===== src/rtl/rtc_pkg.sv =====
package rtc_pkg;
  localparam int SEC_W  = 6;
  localparam int MIN_W  = 6;
  localparam int HOUR_W = 5;
  localparam int DAY_W  = 32;

  localparam int SECS_PER_MIN  = 60;
  localparam int MINS_PER_HOUR = 60;
  localparam int HOURS_PER_DAY = 24;

  localparam int NUM_UNITS  = 4;
  localparam int NUM_EVENTS = NUM_UNITS + 1;
  localparam int EV_ALARM   = NUM_UNITS;
  localparam int CTRL_W     = NUM_EVENTS + 1;

  localparam int PACK_DAY_SH  = 17;
  localparam int PACK_HOUR_SH = 12;
  localparam int PACK_MIN_SH  = 6;

  localparam logic [31:0] REV_CODE = 32'h0001_0000;

  // word indices (byte offset / 4)
  localparam logic [5:0] IDX_SEC    = 6'h00;
  localparam logic [5:0] IDX_MIN    = 6'h01;
  localparam logic [5:0] IDX_HOUR   = 6'h02;
  localparam logic [5:0] IDX_DAY    = 6'h03;
  localparam logic [5:0] IDX_A_SEC  = 6'h04;
  localparam logic [5:0] IDX_A_MIN  = 6'h05;
  localparam logic [5:0] IDX_A_HOUR = 6'h06;
  localparam logic [5:0] IDX_CTRL   = 6'h08;
  localparam logic [5:0] IDX_S_SEC  = 6'h09;
  localparam logic [5:0] IDX_S_MIN  = 6'h0A;
  localparam logic [5:0] IDX_S_HOUR = 6'h0B;
  localparam logic [5:0] IDX_S_DAY  = 6'h0C;
  localparam logic [5:0] IDX_STAT   = 6'h0D;
  localparam logic [5:0] IDX_REV    = 6'h0F;
  localparam logic [5:0] IDX_PACK   = 6'h11;

  typedef struct packed {
    logic [HOUR_W-1:0] hours;
    logic [MIN_W-1:0]  mins;
    logic [SEC_W-1:0]  secs;
  } rtc_hms_t;

  typedef struct packed {
    logic [DAY_W-1:0] days;
    rtc_hms_t         hms;
  } rtc_time_t;
endpackage


===== src/rtl/rtc_rst_sync.sv =====
module rtc_rst_sync #(
  parameter int STAGES = 2
) (
  input  logic clk,
  input  logic arst_n,
  output logic rst_n
);
  logic [STAGES-1:0] sync_q;

  always_ff @(posedge clk or negedge arst_n) begin
    if (!arst_n) sync_q <= '0;
    else         sync_q <= {sync_q[STAGES-2:0], 1'b1};
  end

  assign rst_n = sync_q[STAGES-1];
endmodule


===== src/rtl/rtc_prescaler.sv =====
module rtc_prescaler #(
  parameter int CLKS_PER_SEC = 1000
) (
  input  logic clk,
  input  logic rst_n,
  input  logic run_en,
  input  logic restart,
  output logic tick
);
  localparam int CNT_W = (CLKS_PER_SEC > 1) ? $clog2(CLKS_PER_SEC) : 1;
  localparam logic [CNT_W-1:0] LAST = CNT_W'(CLKS_PER_SEC - 1);

  logic [CNT_W-1:0] cnt_q, cnt_d;
  logic             cnt_en;

  assign tick   = run_en && !restart && (cnt_q == LAST);
  assign cnt_en = restart || run_en;

  always_comb begin
    cnt_d = cnt_q;
    if (restart)   cnt_d = '0;
    else if (tick) cnt_d = '0;
    else           cnt_d = cnt_q + 1'b1;
  end

  always_ff @(posedge clk or negedge rst_n) begin
    if (!rst_n)      cnt_q <= '0;
    else if (cnt_en) cnt_q <= cnt_d;
  end
endmodule


===== src/rtl/rtc_time_counter.sv =====
module rtc_time_counter
  import rtc_pkg::*;
(
  input  logic                 clk,
  input  logic                 rst_n,
  input  logic                 tick,
  input  logic [NUM_UNITS-1:0] set_wr,
  input  logic [31:0]          set_data,
  output rtc_time_t            time_q,
  output rtc_time_t            time_d,
  output logic [NUM_UNITS-1:0] roll
);
  logic [SEC_W:0]  sec_inc;
  logic [MIN_W:0]  min_inc;
  logic [HOUR_W:0] hour_inc;
  logic            time_en;

  assign sec_inc  = {1'b0, time_q.hms.secs}  + 1'b1;
  assign min_inc  = {1'b0, time_q.hms.mins}  + 1'b1;
  assign hour_inc = {1'b0, time_q.hms.hours} + 1'b1;
  assign time_en  = tick || (|set_wr);

  always_comb begin
    time_d = time_q;
    roll   = '0;
    if (tick) begin
      roll[0] = 1'b1;
      if (sec_inc >= (SEC_W+1)'(SECS_PER_MIN)) begin
        time_d.hms.secs = '0;
        roll[1] = 1'b1;
        if (min_inc >= (MIN_W+1)'(MINS_PER_HOUR)) begin
          time_d.hms.mins = '0;
          roll[2] = 1'b1;
          if (hour_inc >= (HOUR_W+1)'(HOURS_PER_DAY)) begin
            time_d.hms.hours = '0;
            roll[3] = 1'b1;
            time_d.days = time_q.days + 1'b1;
          end else begin
            time_d.hms.hours = hour_inc[HOUR_W-1:0];
          end
        end else begin
          time_d.hms.mins = min_inc[MIN_W-1:0];
        end
      end else begin
        time_d.hms.secs = sec_inc[SEC_W-1:0];
      end
    end
    if (set_wr[0]) time_d.hms.secs  = set_data[SEC_W-1:0];
    if (set_wr[1]) time_d.hms.mins  = set_data[MIN_W-1:0];
    if (set_wr[2]) time_d.hms.hours = set_data[HOUR_W-1:0];
    if (set_wr[3]) time_d.days      = set_data[DAY_W-1:0];
  end

  always_ff @(posedge clk or negedge rst_n) begin
    if (!rst_n)       time_q <= '0;
    else if (time_en) time_q <= time_d;
  end
endmodule


===== src/rtl/rtc_event_unit.sv =====
module rtc_event_unit
  import rtc_pkg::*;
(
  input  logic                  clk,
  input  logic                  rst_n,
  input  logic                  tick,
  input  logic [NUM_UNITS-1:0]  roll,
  input  logic [NUM_EVENTS-1:0] ev_en,
  input  rtc_hms_t              time_next,
  input  rtc_hms_t              alarm,
  input  logic                  clr_wr,
  input  logic [NUM_EVENTS-1:0] clr_mask,
  output logic [NUM_EVENTS-1:0] status_q,
  output logic [NUM_EVENTS-1:0] ev_set,
  output logic [NUM_EVENTS-1:0] pulse_q,
  output logic                  alarm_lvl
);
  logic [NUM_EVENTS-1:0] status_d;
  logic [NUM_EVENTS-1:0] clr_bits;
  logic                  status_en;
  logic                  alarm_match;

  assign alarm_match = (time_next == alarm);

  always_comb begin
    ev_set = '0;
    ev_set[NUM_UNITS-1:0] = roll & ev_en[NUM_UNITS-1:0];
    ev_set[EV_ALARM]      = tick && ev_en[EV_ALARM] && alarm_match;
  end

  assign clr_bits  = clr_wr ? clr_mask : '0;
  assign status_d  = (status_q & ~clr_bits) | ev_set;
  assign status_en = clr_wr || (|ev_set);
  assign alarm_lvl = status_q[EV_ALARM] && ev_en[EV_ALARM];

  always_ff @(posedge clk or negedge rst_n) begin
    if (!rst_n)         status_q <= '0;
    else if (status_en) status_q <= status_d;
  end

  generate
    for (genvar g = 0; g < NUM_EVENTS; g++) begin : g_pulse
      always_ff @(posedge clk or negedge rst_n) begin
        if (!rst_n) pulse_q[g] <= 1'b0;
        else        pulse_q[g] <= ev_set[g];
      end
    end
  endgenerate
endmodule


===== src/rtl/rtc_alarm_top.sv =====
module rtc_alarm_top
  import rtc_pkg::*;
#(
  parameter int CLKS_PER_SEC = 1000,
  parameter int RST_STAGES   = 2
) (
  input  logic        clk,
  input  logic        arst_n,
  input  logic        bus_sel,
  input  logic        bus_write,
  input  logic [7:0]  bus_addr,
  input  logic [31:0] bus_wdata,
  output logic [31:0] bus_rdata,
  output logic        irq_alarm_lvl,
  output logic        pulse_alarm,
  output logic        pulse_sec,
  output logic        pulse_min,
  output logic        pulse_hour,
  output logic        pulse_day
);
  logic                  rst_n_sync;
  logic                  aligned;
  logic [5:0]            word_idx;
  logic                  wr_any;
  logic                  wr_ctrl, wr_stat, wr_a_sec, wr_a_min, wr_a_hour;
  logic [NUM_UNITS-1:0]  set_wr;
  logic [CTRL_W-1:0]     ctrl_q, ctrl_d;
  rtc_hms_t              alarm_q, alarm_d;
  logic                  alarm_en;
  logic                  tick;
  rtc_time_t             time_q, time_d;
  logic [NUM_UNITS-1:0]  roll;
  logic [NUM_EVENTS-1:0] status_q, ev_set, pulse_q;
  logic [31:0]           pack_word;

  rtc_rst_sync #(.STAGES(RST_STAGES)) rst_sync_i (
    .clk(clk), .arst_n(arst_n), .rst_n(rst_n_sync)
  );

  // bus decode
  assign aligned  = (bus_addr[1:0] == 2'b00);
  assign word_idx = bus_addr[7:2];
  assign wr_any   = bus_sel && bus_write && aligned;

  assign wr_ctrl   = wr_any && (word_idx == IDX_CTRL);
  assign wr_stat   = wr_any && (word_idx == IDX_STAT);
  assign wr_a_sec  = wr_any && (word_idx == IDX_A_SEC);
  assign wr_a_min  = wr_any && (word_idx == IDX_A_MIN);
  assign wr_a_hour = wr_any && (word_idx == IDX_A_HOUR);
  assign set_wr[0] = wr_any && (word_idx == IDX_S_SEC);
  assign set_wr[1] = wr_any && (word_idx == IDX_S_MIN);
  assign set_wr[2] = wr_any && (word_idx == IDX_S_HOUR);
  assign set_wr[3] = wr_any && (word_idx == IDX_S_DAY);

  // control and alarm registers: next state
  always_comb begin
    ctrl_d  = ctrl_q;
    alarm_d = alarm_q;
    if (wr_ctrl)   ctrl_d        = bus_wdata[CTRL_W-1:0];
    if (wr_a_sec)  alarm_d.secs  = bus_wdata[SEC_W-1:0];
    if (wr_a_min)  alarm_d.mins  = bus_wdata[MIN_W-1:0];
    if (wr_a_hour) alarm_d.hours = bus_wdata[HOUR_W-1:0];
  end

  assign alarm_en = wr_a_sec || wr_a_min || wr_a_hour;

  always_ff @(posedge clk or negedge rst_n_sync) begin
    if (!rst_n_sync)  ctrl_q <= '0;
    else if (wr_ctrl) ctrl_q <= ctrl_d;
  end

  always_ff @(posedge clk or negedge rst_n_sync) begin
    if (!rst_n_sync)   alarm_q <= '0;
    else if (alarm_en) alarm_q <= alarm_d;
  end

  rtc_prescaler #(.CLKS_PER_SEC(CLKS_PER_SEC)) presc_i (
    .clk(clk), .rst_n(rst_n_sync), .run_en(ctrl_q[0]),
    .restart(wr_ctrl), .tick(tick)
  );

  rtc_time_counter time_i (
    .clk(clk), .rst_n(rst_n_sync), .tick(tick), .set_wr(set_wr),
    .set_data(bus_wdata), .time_q(time_q), .time_d(time_d), .roll(roll)
  );

  rtc_event_unit event_i (
    .clk(clk), .rst_n(rst_n_sync), .tick(tick), .roll(roll),
    .ev_en(ctrl_q[CTRL_W-1:1]), .time_next(time_d.hms), .alarm(alarm_q),
    .clr_wr(wr_stat), .clr_mask(bus_wdata[NUM_EVENTS-1:0]),
    .status_q(status_q), .ev_set(ev_set), .pulse_q(pulse_q),
    .alarm_lvl(irq_alarm_lvl)
  );

  assign pulse_sec   = pulse_q[0];
  assign pulse_min   = pulse_q[1];
  assign pulse_hour  = pulse_q[2];
  assign pulse_day   = pulse_q[3];
  assign pulse_alarm = pulse_q[EV_ALARM];

  assign pack_word = (time_q.days << PACK_DAY_SH)
                   | (32'(time_q.hms.hours) << PACK_HOUR_SH)
                   | (32'(time_q.hms.mins)  << PACK_MIN_SH)
                   |  32'(time_q.hms.secs);

  // read mux
  always_comb begin
    bus_rdata = '0;
    if (aligned) begin
      case (word_idx)
        IDX_SEC:    bus_rdata = 32'(time_q.hms.secs);
        IDX_MIN:    bus_rdata = 32'(time_q.hms.mins);
        IDX_HOUR:   bus_rdata = 32'(time_q.hms.hours);
        IDX_DAY:    bus_rdata = time_q.days;
        IDX_A_SEC:  bus_rdata = 32'(alarm_q.secs);
        IDX_A_MIN:  bus_rdata = 32'(alarm_q.mins);
        IDX_A_HOUR: bus_rdata = 32'(alarm_q.hours);
        IDX_CTRL:   bus_rdata = 32'(ctrl_q);
        IDX_STAT:   bus_rdata = 32'(status_q);
        IDX_REV:    bus_rdata = REV_CODE;
        IDX_PACK:   bus_rdata = pack_word;
        default:    bus_rdata = '0;
      endcase
    end
  end
endmodule


===== config.mk =====
export PLATFORM = sky130hd
export DESIGN_NAME = rtc_alarm_top
export DESIGN_NICKNAME = d
export VERILOG_FILES = /design/src/rtl/rtc_pkg.sv /design/src/rtl/rtc_rst_sync.sv /design/src/rtl/rtc_prescaler.sv /design/src/rtl/rtc_time_counter.sv /design/src/rtl/rtc_event_unit.sv /design/src/rtl/rtc_alarm_top.sv
export SDC_FILE = /design/constraint.sdc
export NUM_CORES = 1
export LEC_CHECK = 0
export ABC_AREA = 1
export BUFFER_PORTS_ARGS = -buffer_cell sky130_fd_sc_hd__buf_2
export CORE_UTILIZATION = 40
export CTS_CLUSTER_DIAMETER = 60
export DETAILED_ROUTE_END_ITERATION = 8
export PLACE_DENSITY_LB_ADDON = 0.1
export SLEW_MARGIN = 20
export SYNTH_ARGS = -nofsm -noshare
export SYNTH_HDL_FRONTEND = slang
export SYNTH_SLANG_ARGS = --single-unit
export TNS_END_PERCENT = 30

===== constraint.sdc =====
create_clock -name clk -period 4.06 [get_ports clk]
set_input_delay 0.406 -clock clk [delete_from_list [all_inputs] [get_ports clk]]
set_output_delay 0.406 -clock clk [all_outputs]
set_load 0.1 [all_outputs]

# Yosys cells after proc, flatten, opt, wreduce, memory -nomap -nowiden

Cells that the tools add are included.

Add/subtract/negate cells: 5
Magnitude comparators: 3
Eq/ne operators: 16
Multiplexer cells: 20
Bitwise gates (word level): 7
Reduce and logical (&&, ||, !) cells: 34

Operator list:

| cell                                                                  | count |
|---|---|
| 32-bit one-hot mux with 11 select lines                               | 1 |
| 32-bit two-way mux                                                    | 3 |
| 49-bit two-way mux                                                    | 1 |
| 43-bit two-way mux                                                    | 1 |
| 6-bit by 4-bit equality test with 1-bit output, second input constant | 7 |
| 37-bit two-way mux                                                    | 1 |
| 32-bit by 1-bit adder with 32-bit output, second input constant       | 1 |
| 32-bit by 12-bit OR with 32-bit output                                | 1 |
| 32-bit by 17-bit OR with 32-bit output                                | 1 |
| 32-bit by 6-bit OR with 32-bit output                                 | 1 |
| 6-bit two-way mux                                                     | 4 |
| 10-bit two-way mux                                                    | 2 |
| 6-bit by 3-bit equality test with 1-bit output, second input constant | 3 |
| 17-bit equality test                                                  | 1 |
| 1-bit logical AND                                                     | 16 |
| 5-bit two-way mux                                                     | 3 |
| 6-bit by 1-bit adder with 7-bit output, second input constant         | 2 |
| 7-bit by 6-bit >= comparator with 1-bit output, second input constant | 2 |
| 6-bit by 2-bit equality test with 1-bit output, second input constant | 2 |
| 10-bit by 1-bit adder with 10-bit output, second input constant       | 1 |
| 10-bit equality test, second input constant                           | 1 |
| 2-bit nonzero test                                                    | 4 |
| 5-bit by 1-bit adder with 6-bit output, second input constant         | 1 |
| 6-bit by 1-bit equality test with 1-bit output, second input constant | 1 |
| 18 further kinds                                                      | 24 |

Register bits after elaboration: 94
Bits of input ports: 44
Output and inout port bits: 38
Word-level logic and storage cells: 101

# Depth between registers and ports, before layout

Depth in word-level cells: 12
Gate-level depth with buffers: 20
Mapped depth without buffers: 19

# Cells and area by module

From an unflattened synthesis, not the netlist that was laid out.

Cells, all modules: 1191
Area, all modules: 7395.8 µm²

By module, submodules not included:

| module           | times used | cells each | area each (µm²) | seq. area each (µm²) |
|---|---|---|---|---|
| rtc_time_counter | 1          | 583        | 3659.8          | 1226.2 |
| rtc_alarm_top    | 1          | 370        | 2279.7          | 575.6 |
| rtc_event_unit   | 1          | 152        | 822.0           | 250.2 |
| rtc_prescaler    | 1          | 83         | 580.6           | 250.2 |
| rtc_rst_sync     | 1          | 3          | 53.8            | 50.0 |

# Least setup slack after synthesis

No wires, ideal clock.

Path type: input port to output port
Start: input bus_addr[7]
End: output bus_rdata[16]
Arrival time: 3128 ps
Required time: 3654 ps
Path slack: 526 ps
Stages: 9
Path buffers: 2
Path through: nor2_4 -> inv_2 -> nor2_1 -> inv_1 -> nor2_1 -> buf_2 -> buf_2 -> nand2_1 -> a31oi_1

Longest elaborated chain between the ends: 3
Elaborated cells on any way between the ends: 13
Those cells by class: eq/ne (10); mux (2); reduce/logical (1)

Ends and longest elaborated chain:

| what                                                                   | line                 | RTL |
|---|---|---|
| from (decl)                                                            | rtc_alarm_top.sv:11  | `input logic [7:0] bus_addr,` |
| 6-bit by 5-bit equality test with 1-bit output (tied with other cells) | rtc_alarm_top.sv:110 | `case (word_idx)` |
| 32-bit one-hot mux with 11 select lines *                              | rtc_alarm_top.sv:110 |  |
| 32-bit two-way mux *                                                   | rtc_alarm_top.sv:109 | `if (aligned) begin` |
| to (decl)                                                              | rtc_alarm_top.sv:13  | `output logic [31:0] bus_rdata,` |

Mark *: on every way between the ends. The rest lies on a longest branch, timed or not.

# Final worst setup path

Start: input bus_addr[7]
End: output bus_rdata[5]

The elaborated chain is that of the path after synthesis.

==> flow_metrics.env <==
export IMPL_cts_buffer_depth=2
export IMPL_cts_hold_buf=1
export IMPL_port_buffers=81
export IMPL_worst_setup_path_start_kind="primary input"
export IMPL_critPathKind="in -> out"
export IMPL_die_h_um=137
export IMPL_antenna_found_initial=0
export IMPL_cts_tree="built"
export IMPL_place_area_um2=7850
export IMPL_avgSynthCellArea_um2=6.91
export IMPL_viasPerCell=5.52
export IMPL_setup_viol=0
export IMPL_grt_met2_usage=0.451
export IMPL_dr_total_vias=7466
export IMPL_gr_usage_met3=0.0541
export IMPL_drv_cap=0
export IMPL_min_period_over_period=0.744
export IMPL_worstPathArrival_ps=2610
export IMPL_worstPathMaxFanout=5
export IMPL_synth_flop_cell="dfrtp_1"
export IMPL_holdCritPathClass="in -> reg"
export IMPL_cts_resized=0
export IMPL_cts_root_buf="clkbuf_16"
export IMPL_drive_above_1_share=0.178
export IMPL_grt_pass1_wl_um=39600
export IMPL_power_switching_uw=761
export IMPL_ys_async_sr_fraction=1.00
export IMPL_syn_inst=1050
export IMPL_seq_area_frac_synth=0.324
export IMPL_reg2reg_to="time_i.time_q[23]$_DFFE_PN0P_"
export IMPL_r2r_cells=12
export IMPL_cts_setup_buffers=0
export IMPL_drtIter0Drc=622
export IMPL_syn_to_final_growth_pct=12.6
export IMPL_ys_ff_latch=94
export IMPL_holdCritStartpoint="bus_wdata[12]"
export IMPL_pwr_density_cell_nw_per_um2=294
export IMPL_grt_max_degree=65
export IMPL_syn_nets=1100
export IMPL_comb_power_share=0.149
export IMPL_worst_pin_slew_ps=1020
export IMPL_multi_input_area_um2=4160
export IMPL_stdcell_area_um2=8170
export IMPL_rsz0062_at_grt="no"
export IMPL_cts_htree_levels=3
export IMPL_critical_path_required_ps=3650
export IMPL_start_util=0.414
export IMPL_cts_num_sinks=94
export IMPL_grt_usage=0.285
export IMPL_place_hpwl_um=19800
export IMPL_endpoint_kind="primary output"
export IMPL_routed_wl_um=25500
export IMPL_die_w_um=137
export IMPL_vdd_ir_drop_max_mv=0.213
export IMPL_min_to="time_i.time_q[29]$_DFFE_PN0P_"
export IMPL_fmax_ghz=0.331
export IMPL_status="finished clean"
export IMPL_top_usage_layer="met2"
export IMPL_grt_pass1_vias=6901
export IMPL_finalMaxSlewViolations=0
export IMPL_synth_edf_count=0
export IMPL_netSwitchingFraction=0.317
export IMPL_synth_area_um2=7260
export IMPL_fill_cells=1850
export IMPL_rows=48
export IMPL_min_period_ps=3020
export IMPL_p_leak_nw=3.99
export IMPL_min_path_cells=3
export IMPL_seq_area_um2=2360
export IMPL_route_detailed_drc=0
export IMPL_insertion_delay_ps=360
export IMPL_synth_area_leaders="dfrtp_1 32%, nand2_1 14%, inv_1 6.8%, nor2_1 5.5%, nand3_1 5.2%"
export IMPL_p_clk_frac=0.387
export IMPL_post_route_util=0.466
export IMPL_sequentialPowerShare=0.464
export IMPL_nets=1172
export IMPL_synth_top_area_share=0.324
export IMPL_cts_buffers=9
export IMPL_reg2reg_slack_ps=1230
export IMPL_wire_per_inst_um=18.9
export IMPL_tns_ps=0
export IMPL_fin_worst_skew_ps=10.0
export IMPL_grt_util_met1=0.393
export IMPL_synth_largest_area_cell="dfrtp_1"
export IMPL_first_pass_iters=5
export IMPL_insertedDiodeCount=0
export IMPL_slew_limit_headroom=0.315
export IMPL_core_area_um2=17500
export IMPL_p_int_mw=1.64
export IMPL_yosys_warnings=0
export IMPL_r2r_start="time_i.time_q[6]$_DFFE_PN0P_"
export IMPL_ant_nets=0
export IMPL_place_congestion=0.967
export IMPL_grt_overflow_total=0
export IMPL_dieArea_um2=18700
export IMPL_ys_types=57
export IMPL_clk_pin_slew_ps=70
export IMPL_hold_violations=0
export IMPL_ioPinCount=82
-- cells in the final DEF, fill, tap and decap left out, types with 5 or more instances in the layout --
master       n
inv_2       18
a31oi_1      5
nand3_1     76
buf_4        8
xor2_1      22
dfrtp_1     93
inv_1      132
nand2_2     16
nor2_2      12
nand2_1    265
o21ai_0     44
nand2_4      5
nand4_1     21
nor3_1      21
a21oi_1     28
ha_1         6
a221oi_1    11
buf_2       81
nor2_1     105
o211ai_1     8
nor4_1       7
o21ai_1     14
o22ai_1     14
nor2_4       9
a22oi_1     29
nand3_2      9
nand3_4      5
clkbuf_16    9
-- metrics by stage --
step                      hold WS [ps]  worst slack (ps)  power (mW)  std cells
after global routing               260               909        2.51       1352
after floorplan                    110               526        1.36       1050
final                              263              1040        2.40       1352
after global placement             193              1090        1.48       1335
after CTS                          250              1130        2.42       1352
after detailed placement           193              1130        1.48       1335
-- layout make-up --
class / instances / share of cell area
inverters: 153 / 0.0712
flip-flops and latches: 94 / 0.288
repair buffers: 90 / 0.0582
well taps: 225 / 0.0344
multi-input cells: 774 / 0.509
clock inverters: 5 / 0.00765
clock buffers: 11 / 0.0309
-- kinds of logic after synthesis --
family | count (synthesis) | share of synthesized area
buf+inv | 182 | 0.103
flops | 94 | 0.324
compound gates | 177 | 0.159
other cells | 1 | 0.000516
fa+ha+maj | 6 | 0.0103
xor+xnor | 25 | 0.0302
simple gates | 565 | 0.374
-- registers in the layout (all words and copies together), names as in the netlist --
signal,cells
ctrl_q,6
time_i.time_q,49
event_i.pulse_q,5
rst_sync_i.sync_q,2
alarm_q,17
presc_i.cnt_q,10
event_i.status_q,5
-- metal layers --
| metal | wire [µm] | part of all wire | vias up |
|---|---|---|---|
| met4 | 528 | 0.021 | 0 |
| met5 | 0 | 0 | - |
| met3 | 1920 | 0.075 | 36 |
| met1 | 11500 | 0.45 | 3505 |
| met2 | 11500 | 0.45 | 300 |
| li1 | - | - | 3625 |
-- power by group through the flow --
stage / clock, mW / sequential (mW) / combinational, mW
2_1_floorplan: 0 / 1.08 / 0.277
3_3_place_gp: 0 / 1.13 / 0.352
3_5_place_dp: 0 / 1.13 / 0.355
4_1_cts: 0.950 / 1.11 / 0.357
5_1_grt: 0.977 / 1.12 / 0.404
6_report: 0.928 / 1.11 / 0.358
-- worst max path at each step --
| stage | startpoint | to | slack (ps) | cells past startpoint |
|---|---|---|---|---|
| 2_1_floorplan | bus_addr[7] | bus_rdata[16] | 530 | 9 |
| 3_3_place_gp | bus_addr[7] | bus_rdata[5] | 1090 | 11 |
| 3_5_place_dp | bus_addr[2] | bus_rdata[4] | 1130 | 13 |
| 4_1_cts | bus_addr[2] | bus_rdata[4] | 1130 | 13 |
| 5_1_grt | bus_addr[7] | bus_rdata[5] | 910 | 11 |
| 6_report | bus_addr[7] | bus_rdata[5] | 1040 | 11 |
-- synthesized netlist by cell type (8+ instances only) --
library cell / count
nand2_1: 265
inv_1: 132
nor2_1: 106
dfrtp_1: 94
nand3_1: 76
o21ai_0: 44
a22oi_1: 29
a21oi_1: 28
xor2_1: 22
nand4_1: 21
nor3_1: 21
inv_2: 18
nand2_2: 16
clkbuf_1: 15
o21ai_1: 14
o22ai_1: 14
a221oi_1: 11
nor2_2: 11
nand3_2: 9
nor2_4: 9
o211ai_1: 8
-- critical path, cell delays in order --
cell and delay, ps:
buf_2 130, nor2_4 210, nand2_1 100, nor2_1 100, inv_1 80, nor2_1 410
inv_1 180, o21ai_0 210, a21oi_1 90, a21oi_1 230, buf_2 460
Note: power is estimated with default switching activity, not from simulation.
